### src/rtl/burst_pkg.sv
package burst_pkg;

  typedef struct packed {
    logic load;
    logic step;
  } strobe_t;

  typedef struct packed {
    logic [3:0] beats;
    logic       full;
  } len_info_t;

  function automatic len_info_t lenDecode(input logic [2:0] code);
    len_info_t info;
    info.full = 1'b0;
    case (code)
      3'b001:  info.beats = 4'd2;
      3'b010:  info.beats = 4'd4;
      3'b011:  info.beats = 4'd8;
      3'b111:  begin info.beats = 4'd0; info.full = 1'b1; end
      default: info.beats = 4'd1;
    endcase
    return info;
  endfunction

endpackage

### src/rtl/burst_ctrl.sv
module burst_ctrl
  import burst_pkg::*;
(
  input  logic       clk,
  input  logic       rst_n,
  input  logic       start,
  input  logic [2:0] lenCode,
  input  logic       terminate,
  output strobe_t    strobes,
  output logic       busy,
  output logic       lastBeat
);

  len_info_t  info;
  logic       active;
  logic       fullMode;
  logic [3:0] remain;
  logic       finalBeat;

  assign info      = lenDecode(lenCode);
  assign finalBeat = active && !fullMode && (remain == 4'd1);

  always_ff @(posedge clk) begin
    if (!rst_n) begin
      active   <= 1'b0;
      fullMode <= 1'b0;
      remain   <= '0;
    end else if (!active) begin
      if (start) begin
        active   <= 1'b1;
        remain   <= info.beats;
        fullMode <= info.full;
      end
    end else if (terminate || finalBeat) begin
      active <= 1'b0;
    end else if (!fullMode) begin
      remain <= remain - 4'd1;
    end
  end

  always_comb begin
    strobes.load = !active && start;
    strobes.step = active && !terminate && !finalBeat;
  end

  assign busy     = active;
  assign lastBeat = finalBeat;

  // final beat closes the burst on the next cycle
  a_r7_last_ends: assert property (@(posedge clk) disable iff (!rst_n)
    lastBeat |=> !busy);

  // never a last beat in full-page mode
  a_r7_no_last_full: assert property (@(posedge clk) disable iff (!rst_n)
    (busy && fullMode) |-> !lastBeat);

  // terminate during a burst stops it
  a_r8_term_stops: assert property (@(posedge clk) disable iff (!rst_n)
    (busy && terminate) |=> !busy);

  // accepted start gives a valid beat next cycle
  a_r2_start_first: assert property (@(posedge clk) disable iff (!rst_n)
    (!busy && start) |=> busy);

  // a start during a burst neither ends nor restarts it
  a_r9_ignore_start: assert property (@(posedge clk) disable iff (!rst_n)
    (busy && start && !terminate && !lastBeat && !fullMode)
      |=> (busy && remain == $past(remain) - 4'd1));

endmodule

### src/rtl/burst_datapath.sv
module burst_datapath
  import burst_pkg::*;
#(
  parameter int COL_W = 8
) (
  input  logic             clk,
  input  logic             rst_n,
  input  strobe_t          strobes,
  input  logic [COL_W-1:0] startCol,
  input  logic [2:0]       lenCode,
  input  logic             interleave,
  output logic [COL_W-1:0] colAddr
);

  len_info_t        info;
  logic [COL_W-1:0] baseCol;
  logic [COL_W-1:0] beatIdx;
  logic [COL_W-1:0] lowMask;
  logic             ilvMode;
  logic             fullMode;
  logic [COL_W-1:0] seqLow;
  logic [COL_W-1:0] ilvLow;

  assign info = lenDecode(lenCode);

  always_ff @(posedge clk) begin
    if (!rst_n) begin
      baseCol  <= '0;
      beatIdx  <= '0;
      lowMask  <= '0;
      ilvMode  <= 1'b0;
      fullMode <= 1'b0;
    end else if (strobes.load) begin
      baseCol  <= startCol;
      beatIdx  <= '0;
      lowMask  <= COL_W'(info.beats - 4'd1);
      ilvMode  <= interleave;
      fullMode <= info.full;
    end else if (strobes.step) begin
      beatIdx <= beatIdx + 1'b1;
    end
  end

  assign seqLow = (baseCol + beatIdx) & lowMask;
  assign ilvLow = (baseCol ^ beatIdx) & lowMask;

  always_comb begin
    if (fullMode)
      colAddr = baseCol + beatIdx;
    else if (ilvMode)
      colAddr = (baseCol & ~lowMask) | ilvLow;
    else
      colAddr = (baseCol & ~lowMask) | seqLow;
  end

  // upper bits stay fixed across a fixed-length burst
  a_r3_hold_upper: assert property (@(posedge clk) disable iff (!rst_n)
    (strobes.step && !fullMode)
      |=> ((colAddr & ~lowMask) == $past(colAddr & ~lowMask)));

  // full page advances by one column per beat, wrapping
  a_r6_full_incr: assert property (@(posedge clk) disable iff (!rst_n)
    (strobes.step && fullMode)
      |=> (colAddr == COL_W'($past(colAddr) + 1'b1)));

endmodule

### src/rtl/sdram_burst_colgen.sv
module sdram_burst_colgen
  import burst_pkg::*;
#(
  parameter int COL_W = 8
) (
  input  logic             clk,
  input  logic             rst_n,
  input  logic             start,
  input  logic [COL_W-1:0] startCol,
  input  logic [2:0]       lenCode,
  input  logic             interleave,
  input  logic             terminate,
  output logic [COL_W-1:0] colAddr,
  output logic             colValid,
  output logic             lastBeat
);

  strobe_t strobes;

  burst_ctrl u_ctrl (
    .clk      (clk),
    .rst_n    (rst_n),
    .start    (start),
    .lenCode  (lenCode),
    .terminate(terminate),
    .strobes  (strobes),
    .busy     (colValid),
    .lastBeat (lastBeat)
  );

  burst_datapath #(.COL_W(COL_W)) u_dp (
    .clk       (clk),
    .rst_n     (rst_n),
    .strobes   (strobes),
    .startCol  (startCol),
    .lenCode   (lenCode),
    .interleave(interleave),
    .colAddr   (colAddr)
  );

  // last-beat flag only with a valid beat
  a_r7_last_valid: assert property (@(posedge clk) disable iff (!rst_n)
    lastBeat |-> colValid);

endmodule

### config.mk
export PLATFORM = sky130hd
export DESIGN_NAME = sdram_burst_colgen
export DESIGN_NICKNAME = d
export VERILOG_FILES = /design/src/rtl/burst_pkg.sv /design/src/rtl/burst_ctrl.sv /design/src/rtl/burst_datapath.sv /design/src/rtl/sdram_burst_colgen.sv
export SDC_FILE = /design/constraint.sdc
export NUM_CORES = 1
export LEC_CHECK = 0
export BUFFER_PORTS_ARGS = -buffer_cell sky130_fd_sc_hd__buf_2
export CELL_PAD_IN_SITES_DETAIL_PLACEMENT = 0
export CELL_PAD_IN_SITES_GLOBAL_PLACEMENT = 1
export CORE_MARGIN = 2
export CORE_UTILIZATION = 45
export CTS_CLUSTER_SIZE = 8
export DETAILED_ROUTE_END_ITERATION = 16
export GPL_ROUTABILITY_DRIVEN = 0
export PLACE_DENSITY = 0.83
export RECOVER_POWER = 100
export SYNTH_ARGS = -nofsm -noshare
export SYNTH_HDL_FRONTEND = slang
export SYNTH_SLANG_ARGS = --single-unit
### constraint.sdc
create_clock -name clk -period 7.1 [get_ports clk]
set_input_delay 2.13 -clock clk [delete_from_list [all_inputs] [get_ports clk]]
set_output_delay 2.13 -clock clk [all_outputs]
set_load 0.1 [all_outputs]
==> run summary <==
1st-pass router iterations - 4
Number of synthesized flops with an enable pin - 0
Ys async rst share - 0%
N_diodes - 0
Cell Pwr Density - 178 nW/um2
Status - finished clean
Clk Latency, worst-skew pair - 0.27 ns
Mux cell area share after synthesis - 1.98%
Final hold violations - 0
Hold WC Path Type - reg2reg
Share of cells above drive strength 1 - 10.2%
Gr usage total - 20.1%
Slew Limit Headroom - 20.4%
CTS root buf - clkbuf_8
Initial antenna violation count - 0
Worst ir drop on vdd - 0.0782 mV
Sequential-to-total area share from yosys stat - 31.7%
CTS tree - done
DR DRC count - 0
WL/cell - 14.2 um
Total Neg Setup Slack - 0 ns
Hold_buf cts - 0
Setup-failing EPs final - 0
Critical Path RT - 4.97 ns
Area delta synth->final - 10.5%
Synth Area in Compound Gates - 23.5%
Largest net degree at the start of global routing - 22
Buffers on Ports - 25
Grt ovf - 0
Finished Layout Cells - 273
Sink Count - 27
Postcts setup bufs - 0
Initial core utilization - 46.6%
Largest fanout on the critical path - 6
Total nets after synthesis - 231
Row cnt - 22
CTS clock-pin slew for the worst setup and hold paths - 0.09 ns
Post-layout nets - 253
XOR/XNOR Fraction of Synth Area - 5.14%
Largest family of logic cells by synthesized area - simple AND/OR/NAND/NOR gates
Via Count - 1,529
Total of max-cap violations - 0
Adder-cell share of the synthesized area - 9.10%
Slew @ Worst Pin - 1.19 ns
Synthesized cell area - 1710 um2
Area of the core - 3660 um2
Die Y - 65.6 um
Leak - 0.740 nW
RSZ-0062 raised after global routing - no
Antenna Nets Post-Route - 0
Synth Area in Simple Gates - 24.7%
Fin crit share - 72.6%
Inserted Clock Buffers - 3
Drt total wl - 3870 um
CTS resizes - 0
Die Area - 4300 um2
Min Tclk post-route - 5.15 ns
First DRT Iteration DRCs - 50
Ys Warns - 0
I/O pin total - 26
Placed Cells - 269
Data arrival time of the worst path - 3.02 ns
Post-synthesis cell count - 204
Filler cells - 365
Skew final - 0.00200 ns
Setup CP Type - reg2out
Vias in the first global route - 1,542
H-tree levels - 1
Peak Freq - 194 MHz
Drt via density - 5.60
Die X - 65.6 um
CP startpoint kind - flip-flop
Seq cells post-synth - 27
Unique masters post-synth - 47
Top_reg_cell synth - dfxtp_1
Avg Cell Area, Syn - 8.36 um2
DP HPWL - 2800 um
Deepest clock path buffer count - 2
Fin. max-slew vios - 0
Critical Path End Type - output pin
First-pass GRT wire length - 6710 um
==> critical path, cell delays in order, from the launching register on <==
cell and delay, ns:
dfxtp_1 0.45, ha_1 0.21, inv_1 0.05, fa_1 0.40, nor2b_1 0.17, o31a_1 0.17, o21ai_0 0.10, o311ai_0 0.29
clkbuf_1 0.90
==> cells in the final DEF (no fill, tap or decap), types with 2 or more instances in the layout <==
| cell | instances |
|---|---|
| inv_1 | 8 |
| a21oi_1 | 6 |
| dfxtp_1 | 27 |
| a21o_1 | 3 |
| nor2b_1 | 5 |
| clkbuf_1 | 12 |
| nand2b_1 | 3 |
| and3_1 | 2 |
| clkbuf_8 | 3 |
| mux2_2 | 3 |
| o211ai_1 | 3 |
| a21boi_0 | 16 |
| o21a_1 | 2 |
| nor3_1 | 2 |
| nor4b_1 | 2 |
| nand4b_1 | 4 |
| nand3_1 | 3 |
| nand2_1 | 32 |
| and2_1 | 4 |
| xnor2_1 | 3 |
| o31a_1 | 3 |
| buf_2 | 14 |
| xor2_1 | 7 |
| nor2_1 | 13 |
| ha_1 | 10 |
| nand4_1 | 6 |
| o21ai_0 | 9 |
==> synthesized netlist by cell type (2+ instances only) <==
| master | n | area share [%] |
|---|---|---|
| and2_1 | 4 | 1.5 |
| o31a_1 | 3 | 1.5 |
| nor2_1 | 13 | 2.9 |
| nand3_1 | 3 | 0.88 |
| and3_1 | 2 | 0.73 |
| nor3_1 | 2 | 0.59 |
| nor4b_1 | 2 | 1.0 |
| xnor2_1 | 3 | 1.5 |
| o211ai_1 | 3 | 1.3 |
| nor2b_1 | 5 | 1.8 |
| clkbuf_1 | 7 | 1.5 |
| nand2b_1 | 3 | 1.1 |
| nand4_1 | 6 | 2.2 |
| a21o_1 | 3 | 1.3 |
| o21ai_0 | 8 | 2.3 |
| ha_1 | 10 | 7.3 |
| nand4b_1 | 4 | 2.1 |
| inv_1 | 8 | 1.8 |
| a21boi_0 | 16 | 7.0 |
| a21oi_1 | 6 | 1.8 |
| nand2_1 | 32 | 7.0 |
| mux2_2 | 3 | 2.0 |
| o21a_1 | 2 | 0.88 |
| xor2_1 | 7 | 3.6 |
| dfxtp_1 | 27 | 32 |
==> final cells by class <==
| type | instances | area (um2) | area share, % |
|---|---|---|---|
| multi-input cells | 161 | 1100 | 58.2 |
| flip-flops and latches | 27 | 541 | 28.7 |
| repair buffers | 25 | 111 | 5.91 |
| well taps | 48 | 60.1 | 3.19 |
| clock buffers | 4 | 45.0 | 2.39 |
| inverters | 8 | 30.0 | 1.59 |
==> kinds of logic after synthesis <==
logic type	after synthesis
AND/OR/NAND/NOR	82
flip-flops	27
buffers and inverters	16
adder cells (fa/ha/maj)	12
AO/OA/AOI/OAI	54
multiplexers	3
XOR/XNOR	10
==> state kept, by name, indices dropped and copies added, names as in the netlist <==
register	flops
u_dp.beatIdx	8
u_dp.ilvMode	1
u_dp.baseCol	8
u_ctrl.busy	1
u_ctrl.remain	4
u_ctrl.fullMode	1
u_dp.lowMask	4
==> per-stage QoR <==
step | power (W) | hold WS (ns) | cell area, um2 | setup WS (ns) | utilization [%]
global route | 0.000352 | 0.515 | 1880 | 1.74 | 51.5
CTS | 0.000339 | 0.488 | 1900 | 2.38 | 51.8
floorplan | 0.000234 | 0.444 | 1710 | 0.114 | -
global placement | 0.000250 | 0.453 | 1850 | 2.76 | 50.6
detailed placement | 0.000251 | 0.475 | 1850 | 2.71 | 50.6
finish | 0.000335 | 0.483 | 1880 | 1.95 | 51.5
==> power by group <==
group          switching, W  leakage, nW   total, W  internal [W]
Clock             0.0000473       0.0228  0.0000876     0.0000403
Sequential       0.00000876        0.220   0.000167      0.000158
Combinational     0.0000580        0.497  0.0000801     0.0000221
==> routing by layer <==
metal | up-vias | global-route usage [%] | share of wire, %
met2 | 33 | 34.3 | 48
met5 | - | 0 | 0
li1 | 773 | - | -
met3 | 9 | 3.77 | 3.4
met4 | 0 | 9.90 | 2.5
met1 | 714 | 24.2 | 46
==> final timing paths <==
path         slack, ns  cells after the start                       endpoint                    startpoint
max               1.95                      8                     colAddr[6]  u_dp.beatIdx[0]$_SDFFE_PP0P_
min               0.48                      2   u_dp.lowMask[0]$_SDFFE_PN0P_  u_dp.lowMask[0]$_SDFFE_PN0P_
max reg2reg       5.00                      4  u_ctrl.remain[1]$_SDFFE_PN0P_        u_ctrl.busy$_SDFF_PN0_
min reg2reg       0.48                      2   u_dp.lowMask[0]$_SDFFE_PN0P_  u_dp.lowMask[0]$_SDFFE_PN0P_
Note: power is estimated with default switching activity, not from simulation.
